[src/rtl/perm_tag_dir_pkg.sv]
package perm_tag_dir_pkg;

    typedef enum logic [2:0] {
        OP_ACCESS  = 3'd0,
        OP_AVAIL   = 3'd1,
        OP_ALLOC   = 3'd2,
        OP_DROP    = 3'd3,
        OP_SETPERM = 3'd4,
        OP_PROBE   = 3'd5
    } dir_op_e;

    typedef enum logic [1:0] {
        LP_ABSENT  = 2'd0,
        LP_INVALID = 2'd1,
        LP_READ    = 2'd2,
        LP_WRITE   = 2'd3
    } line_perm_e;

    typedef enum logic [1:0] {
        RQ_LOAD  = 2'd0,
        RQ_FETCH = 2'd1,
        RQ_STORE = 2'd2,
        RQ_RSVD  = 2'd3
    } req_kind_e;

    typedef enum logic {
        DS_CLEAN = 1'b0,
        DS_FAULT = 1'b1
    } dir_state_e;

    // Permission rule for an access that found a live entry
    function automatic logic perm_grants(input logic [1:0] perm, input logic [1:0] kind);
        return (perm == LP_WRITE) ||
               ((perm == LP_READ) && ((kind == RQ_LOAD) || (kind == RQ_FETCH)));
    endfunction

endpackage

[src/rtl/tdir_match.sv]
module tdir_match
    import perm_tag_dir_pkg::*;
#(
    parameter int WAYS  = 4,
    parameter int TAG_W = 8,
    parameter int WAY_W = 2
) (
    input  logic [WAYS-1:0][TAG_W-1:0] way_tags,
    input  logic [WAYS-1:0][1:0]       way_perms,
    input  logic [TAG_W-1:0]           req_tag,
    output logic                       any_match,
    output logic [WAY_W-1:0]           match_way,
    output logic [1:0]                 match_perm,
    output logic                       any_tag_eq,
    output logic                       any_free,
    output logic [WAY_W-1:0]           free_way
);

    logic [WAYS-1:0] tag_eq;
    logic [WAYS-1:0] live;
    logic [WAYS-1:0] match_vec;

    for (genvar w = 0; w < WAYS; w++) begin : g_way
        assign tag_eq[w]    = (way_tags[w] == req_tag);
        assign live[w]      = (way_perms[w] != LP_ABSENT);
        assign match_vec[w] = tag_eq[w] && live[w];
    end

    assign any_match  = |match_vec;
    assign any_tag_eq = |tag_eq;
    assign any_free   = ~&live;

    // Lowest index wins: scan from the top down
    always_comb begin
        match_way  = '0;
        match_perm = LP_ABSENT;
        free_way   = '0;
        for (int w = WAYS - 1; w >= 0; w--) begin
            if (match_vec[w]) begin
                match_way  = WAY_W'(w);
                match_perm = way_perms[w];
            end
            if (!live[w]) begin
                free_way = WAY_W'(w);
            end
        end
    end

endmodule

[src/rtl/tdir_lru.sv]
module tdir_lru #(
    parameter int SETS  = 4,
    parameter int WAYS  = 4,
    parameter int SET_W = 2,
    parameter int WAY_W = 2
) (
    input  logic             clk,
    input  logic             rst_n,
    input  logic             touch_en,
    input  logic [SET_W-1:0] touch_set,
    input  logic [WAY_W-1:0] touch_way,
    input  logic [SET_W-1:0] look_set,
    output logic [WAY_W-1:0] victim_way
);

    localparam logic [WAY_W-1:0] OLDEST = WAY_W'(WAYS - 1);

    logic [WAY_W-1:0] age_q [SETS][WAYS];
    logic [WAY_W-1:0] touched_age;

    assign touched_age = age_q[touch_set][touch_way];

    always_ff @(posedge clk) begin
        if (!rst_n) begin
            for (int s = 0; s < SETS; s++) begin
                for (int w = 0; w < WAYS; w++) begin
                    age_q[s][w] <= WAY_W'(w);
                end
            end
        end else if (touch_en) begin
            for (int w = 0; w < WAYS; w++) begin
                if (WAY_W'(w) == touch_way) begin
                    age_q[touch_set][w] <= '0;
                end else if (age_q[touch_set][w] < touched_age) begin
                    age_q[touch_set][w] <= age_q[touch_set][w] + 1'b1;
                end
            end
        end
    end

    always_comb begin
        victim_way = '0;
        for (int w = 0; w < WAYS; w++) begin
            if (age_q[look_set][w] == OLDEST) begin
                victim_way = WAY_W'(w);
            end
        end
    end

endmodule

[src/rtl/perm_tag_dir.sv]
module perm_tag_dir
    import perm_tag_dir_pkg::*;
#(
    parameter  int SET_BITS = 2,
    parameter  int WAYS     = 4,
    parameter  int LINE_W   = 10,
    localparam int SETS     = 1 << SET_BITS,
    localparam int TAG_W    = LINE_W - SET_BITS,
    localparam int WAY_W    = (WAYS > 1) ? $clog2(WAYS) : 1
) (
    input  logic              clk,
    input  logic              rst_n,
    input  logic              cmd_valid,
    input  logic [2:0]        cmd_op,
    input  logic [LINE_W-1:0] cmd_line,
    input  logic [1:0]        cmd_req,
    input  logic [1:0]        cmd_perm,
    output logic              rsp_valid,
    output logic              rsp_hit,
    output logic              rsp_match,
    output logic [WAY_W-1:0]  rsp_way,
    output logic [1:0]        rsp_perm,
    output logic              rsp_avail,
    output logic [TAG_W-1:0]  rsp_victim_tag,
    output logic              err
);

    // Address split
    logic [SET_BITS-1:0] set_idx;
    logic [TAG_W-1:0]    req_tag;
    assign set_idx = cmd_line[SET_BITS-1:0];
    assign req_tag = cmd_line[LINE_W-1:SET_BITS];

    // Entry storage
    logic [TAG_W-1:0] tag_q  [SETS][WAYS];
    logic [1:0]       perm_q [SETS][WAYS];

    logic [WAYS-1:0][TAG_W-1:0] set_tags;
    logic [WAYS-1:0][1:0]       set_perms;

    always_comb begin
        for (int w = 0; w < WAYS; w++) begin
            set_tags[w]  = tag_q[set_idx][w];
            set_perms[w] = perm_q[set_idx][w];
        end
    end

    // Set lookup
    logic             any_match, any_tag_eq, any_free;
    logic [WAY_W-1:0] match_way, free_way, victim_way;
    logic [1:0]       match_perm;

    tdir_match #(
        .WAYS  (WAYS),
        .TAG_W (TAG_W),
        .WAY_W (WAY_W)
    ) u_match (
        .way_tags   (set_tags),
        .way_perms  (set_perms),
        .req_tag    (req_tag),
        .any_match  (any_match),
        .match_way  (match_way),
        .match_perm (match_perm),
        .any_tag_eq (any_tag_eq),
        .any_free   (any_free),
        .free_way   (free_way)
    );

    // Command decode
    dir_op_e          op;
    logic             bad_cmd, do_alloc, do_drop, do_setperm, do_touch;
    logic [WAY_W-1:0] touch_way;

    assign op = dir_op_e'(cmd_op);

    always_comb begin
        bad_cmd    = 1'b0;
        do_alloc   = 1'b0;
        do_drop    = 1'b0;
        do_setperm = 1'b0;
        do_touch   = 1'b0;
        touch_way  = match_way;
        if (cmd_valid) begin
            unique case (op)
                OP_ACCESS: do_touch = any_match;
                OP_ALLOC: begin
                    if (any_match || !any_free) begin
                        bad_cmd = 1'b1;
                    end else begin
                        do_alloc  = 1'b1;
                        do_touch  = 1'b1;
                        touch_way = free_way;
                    end
                end
                OP_DROP: begin
                    bad_cmd = !any_match;
                    do_drop = any_match;
                end
                OP_SETPERM: begin
                    bad_cmd    = !any_match;
                    do_setperm = any_match;
                end
                default: ;
            endcase
        end
    end

    // Recency
    tdir_lru #(
        .SETS  (SETS),
        .WAYS  (WAYS),
        .SET_W (SET_BITS),
        .WAY_W (WAY_W)
    ) u_lru (
        .clk        (clk),
        .rst_n      (rst_n),
        .touch_en   (do_touch),
        .touch_set  (set_idx),
        .touch_way  (touch_way),
        .look_set   (set_idx),
        .victim_way (victim_way)
    );

    // Entry updates
    always_ff @(posedge clk) begin
        if (!rst_n) begin
            for (int s = 0; s < SETS; s++) begin
                for (int w = 0; w < WAYS; w++) begin
                    tag_q[s][w]  <= '0;
                    perm_q[s][w] <= LP_ABSENT;
                end
            end
        end else begin
            if (do_alloc) begin
                tag_q[set_idx][free_way]  <= req_tag;
                perm_q[set_idx][free_way] <= LP_INVALID;
            end
            if (do_drop) begin
                perm_q[set_idx][match_way] <= LP_ABSENT;
            end
            if (do_setperm) begin
                perm_q[set_idx][match_way] <= cmd_perm;
            end
        end
    end

    // Fault state machine
    dir_state_e state_q, state_d;

    always_ff @(posedge clk) begin
        if (!rst_n) begin
            state_q <= DS_CLEAN;
        end else begin
            state_q <= state_d;
        end
    end

    always_comb begin
        state_d = state_q;
        unique case (state_q)
            DS_CLEAN: if (bad_cmd) state_d = DS_FAULT;
            DS_FAULT: state_d = DS_FAULT;
            default:  state_d = DS_FAULT;
        endcase
    end

    assign err = (state_q == DS_FAULT);

    // Registered response
    always_ff @(posedge clk) begin
        if (!rst_n || !cmd_valid) begin
            rsp_valid      <= 1'b0;
            rsp_hit        <= 1'b0;
            rsp_match      <= 1'b0;
            rsp_way        <= '0;
            rsp_perm       <= LP_ABSENT;
            rsp_avail      <= 1'b0;
            rsp_victim_tag <= '0;
        end else begin
            rsp_valid      <= 1'b1;
            rsp_hit        <= (op == OP_ACCESS) && any_match && perm_grants(match_perm, cmd_req);
            rsp_match      <= any_match;
            rsp_way        <= (op == OP_ALLOC) ? free_way : match_way;
            rsp_perm       <= match_perm;
            rsp_avail      <= any_tag_eq || any_free;
            rsp_victim_tag <= tag_q[set_idx][victim_way];
        end
    end

endmodule

[config.mk]
export PLATFORM = sky130hd
export DESIGN_NAME = perm_tag_dir
export DESIGN_NICKNAME = d
export VERILOG_FILES = /design/src/rtl/perm_tag_dir_pkg.sv /design/src/rtl/tdir_match.sv /design/src/rtl/tdir_lru.sv /design/src/rtl/perm_tag_dir.sv
export SDC_FILE = /design/constraint.sdc
export NUM_CORES = 1
export LEC_CHECK = 0
export BUFFER_PORTS_ARGS = -buffer_cell sky130_fd_sc_hd__buf_2
export CAP_MARGIN = 20
export CORE_MARGIN = 5
export CORE_UTILIZATION = 35
export CTS_CLUSTER_DIAMETER = 200
export CTS_CLUSTER_SIZE = 8
export DETAILED_ROUTE_END_ITERATION = 6
export PLACE_DENSITY_LB_ADDON = 0.12
export SLEW_MARGIN = 40
export SYNTH_ARGS = -nofsm -noshare
export SYNTH_HDL_FRONTEND = slang
export SYNTH_SLANG_ARGS = --single-unit
[constraint.sdc]
create_clock -name clk -period 5.65 [get_ports clk]
set_input_delay 1.13 -clock clk [delete_from_list [all_inputs] [get_ports clk]]
set_output_delay 1.13 -clock clk [all_outputs]
set_load 0.05 [all_outputs]
==> impl_results.md <==
- Worst path arrival time: 4.84 ns
- Pre-Repair DR Iteration Count: 4
- Final Hold Vio Count: 0
- Core ar.: between 0.03 and 0.04 mm²
- Tot Pwr: 3.79 mW
- Post-CTS sizing: 0
- Synth Net Count: 874
- Fraction of registers with async set or reset after synthesis: 0%
- Critical Path End Type: flip-flop
- Max-slew violation count: 0
- Slowest CP cell: o41ai_1
- Highest Clock Rate: between 200 and 250 MHz
- Cell count after synthesis: 851
- ANT nets after route: 0
- Vias: 7042
- Hold_buf cts: 0
- Port buffer count: 35
- Synthesized area: about 0.011 mm²
- Slew headroom: 45.9%
- Total Routing Usage GR: 17.4%
- Startpoint types: input pin
- Synth top area cells: edfxtp_1, mux4_2, and2_1
- #FFs+latches synth: around 210
- Distinct cells, synth: 67
- Synth-to-Final Area Change: 16.2%
- Yosys top cell area share: 53.0%
- First-pass GRT wire length: about 46000 µm
- Setup TNS: 0 ns
- Largest net degree at the start of global routing: between 50 and 60
- YS warnings: 0
- Max stage delay on crit path: 0.80 ns
- Clk_lat worst skew: roughly 0.55 ns
- Clk buf depth: 3
- GRT overflow: 0
- Pre-CTS WS: ~0.48 ns
- Iter 0 DRT Violations: 531
- Clk root buf: clkbuf_16
- Clk slew on worst S/H paths: 0.06 ns
- Final nets: roughly 940
- Count leader, synth: edfxtp_1
- Die H: 186 µm
- Placed wire-length estimate: 20700 µm
- Seq/Total Area, Yosys: 56.1%
- IO Pins: 37
- Max FO, Critical Path: 17
- Worst Slack Setup Final: 1.02 ns
- Critical Path RT: a little under 6 ns
- Cell area power density: 300 mW/mm²
- Share of cells above drive strength 1: 23.4%
- H-tree levels: 1
- Commonest cells in the netlist: edfxtp_1, and2_1, nor2_1, mux4_2, nand2_1
- # rows: 64
- Clock sinks: ~210
- Worst vdd ir: 0.219 mV
- Pin slew with the least headroom to its limit: 0.802 ns
- Vias in the first global route: 7426
- Initial antenna violation count: 1
- Syn_area_per_cell: 12.8 µm²
- Die area: 0.0347 mm²
- TritonCTS buffer count: 30
- Vias per std cell: 5.27
- RSZ-0062 raised after global routing: false
- Die width: approximately 190 µm
- RePlAce Congestion: 0.795
- Tmin final: approximately 4.6 ns
- Type of the worst setup path: in -> reg
- Status: complete, no violations
- Final setup viols: 0
- Post-synth EDFFs: 192
- CTS tree: yes
- Worst Clk Skew: 0.0161 ns
- Post-CTS setup buffer count: 0
- Final Cycle Share: about four fifths
- CP Cell Sequence: buf_4 > buf_12 > buf_12 > mux4_2 > or2_0 > and3_1 > o41ai_1 > o2bb2ai_1 > nor4b_1 > o31a_1 > and3_1 > a21oi_1
- Max Cap Viol: 0
- Min-Delay Path Class: reg -> reg
- Pleak: 4.47 nW
- Drt drc: 0
- Most used DFF post-synth: edfxtp_1
- Starting Density: around 35%
- DRT Wirelength: between 20000 and 30000 µm
- Drt wl/cell: approximately 22 µm
- Top cell type by total area after synthesis: edfxtp_1
-- cells by family after synthesis --
logic type	Yosys count	share of synthesized area [%]
multiplexers	81	14.4
buffers and inverters	63	2.58
flip-flops	209	56.1
adder cells (fa/ha/maj)	4	0.449
AO/OA/AOI/OAI	107	6.64
AND/OR/NAND/NOR	355	17.2
XOR/XNOR	32	2.58
-- report_power, final --
group,leakage (nW),internal (mW),total (mW),switching [mW]
registers,2.05,1.74,1.75,0.0164
clock network,0.412,1.01,1.66,0.648
logic,2.01,0.147,0.379,0.232
-- critical path: cells and delay by family --
family          cells  cell delay, ns
mux                 1            0.56
buf+inv             3            0.64
compound gates      4            1.61
simple gates        4            0.88
-- state kept, by name, summed over array words and instances, names as in the netlist --
name	count
err	1
perm_q	32
rsp_avail	1
rsp_hit	1
rsp_match	1
rsp_perm	2
rsp_valid	1
rsp_victim_tag	8
rsp_way	2
tag_q	128
u_lru.age_q	32
-- area by class of cell --
cell class                 instances  area, µm²
clock inverter                     1       8.76
clock buffer                      53        858
fill                            2903      18000
inverter                           8       30.0
timing repair buffer              90        631
antenna                            1       2.50
sequential                       209       6110
tap                              396        495
multi-input combinational        579       4510
-- final timing paths --
kind                              startpoint                 to  slack [ns]  cells after the start
worst max-delay path             cmd_line[0]  u_lru.age_q[0][2]        1.02                     12
worst min-delay path                     err                err        0.49                      2
worst max register to register  tag_q[3][15]  u_lru.age_q[0][2]        1.74                     11
worst min register to register           err                err        0.49                      2
-- layer usage --
metal / vias to the layer above / global-route usage [%] / wire length [µm]
li1: 3294 / - / -
met1: 3578 / 23.9 / 13400
met2: 125 / 29.1 / 14400
met3: 45 / 2.26 / 999
met4: 0 / 5.22 / 763
met5: - / 0 / 0
-- cells in the final DEF (no fill, tap or decap), types with 4 or more instances in the layout --
master     instances
nand4_1            5
nor3_1             4
o21a_1             4
mux4_2            59
nor2_1           106
buf_2             33
inv_1              8
mux2_2            13
buf_4             54
and3_1             5
o211ai_1           4
clkbuf_16         31
a21oi_1           19
clkbuf_1          22
nor4_1             6
dfxtp_1           17
o21ai_0           43
nand3_1           11
o21ai_1            4
nand2_1           49
and2_1           134
edfxtp_1         192
xnor2_1           24
xor2_1             8
nand2b_1           4
mux2i_1            9
-- metrics by stage --
stage               hold slack, ns  area (µm²)  util (%)  instances
finish                       0.494       12600      41.2       1337
global route                 0.517       12600      41.2       1337
CTS                          0.501       12600      41.2       1336
detailed placement           0.484       11800      38.3       1282
global placement             0.479       11800      38.3       1282
floorplan                    0.693       10900         -        851
No activity file was read; power rests on OpenSTA's default activity.
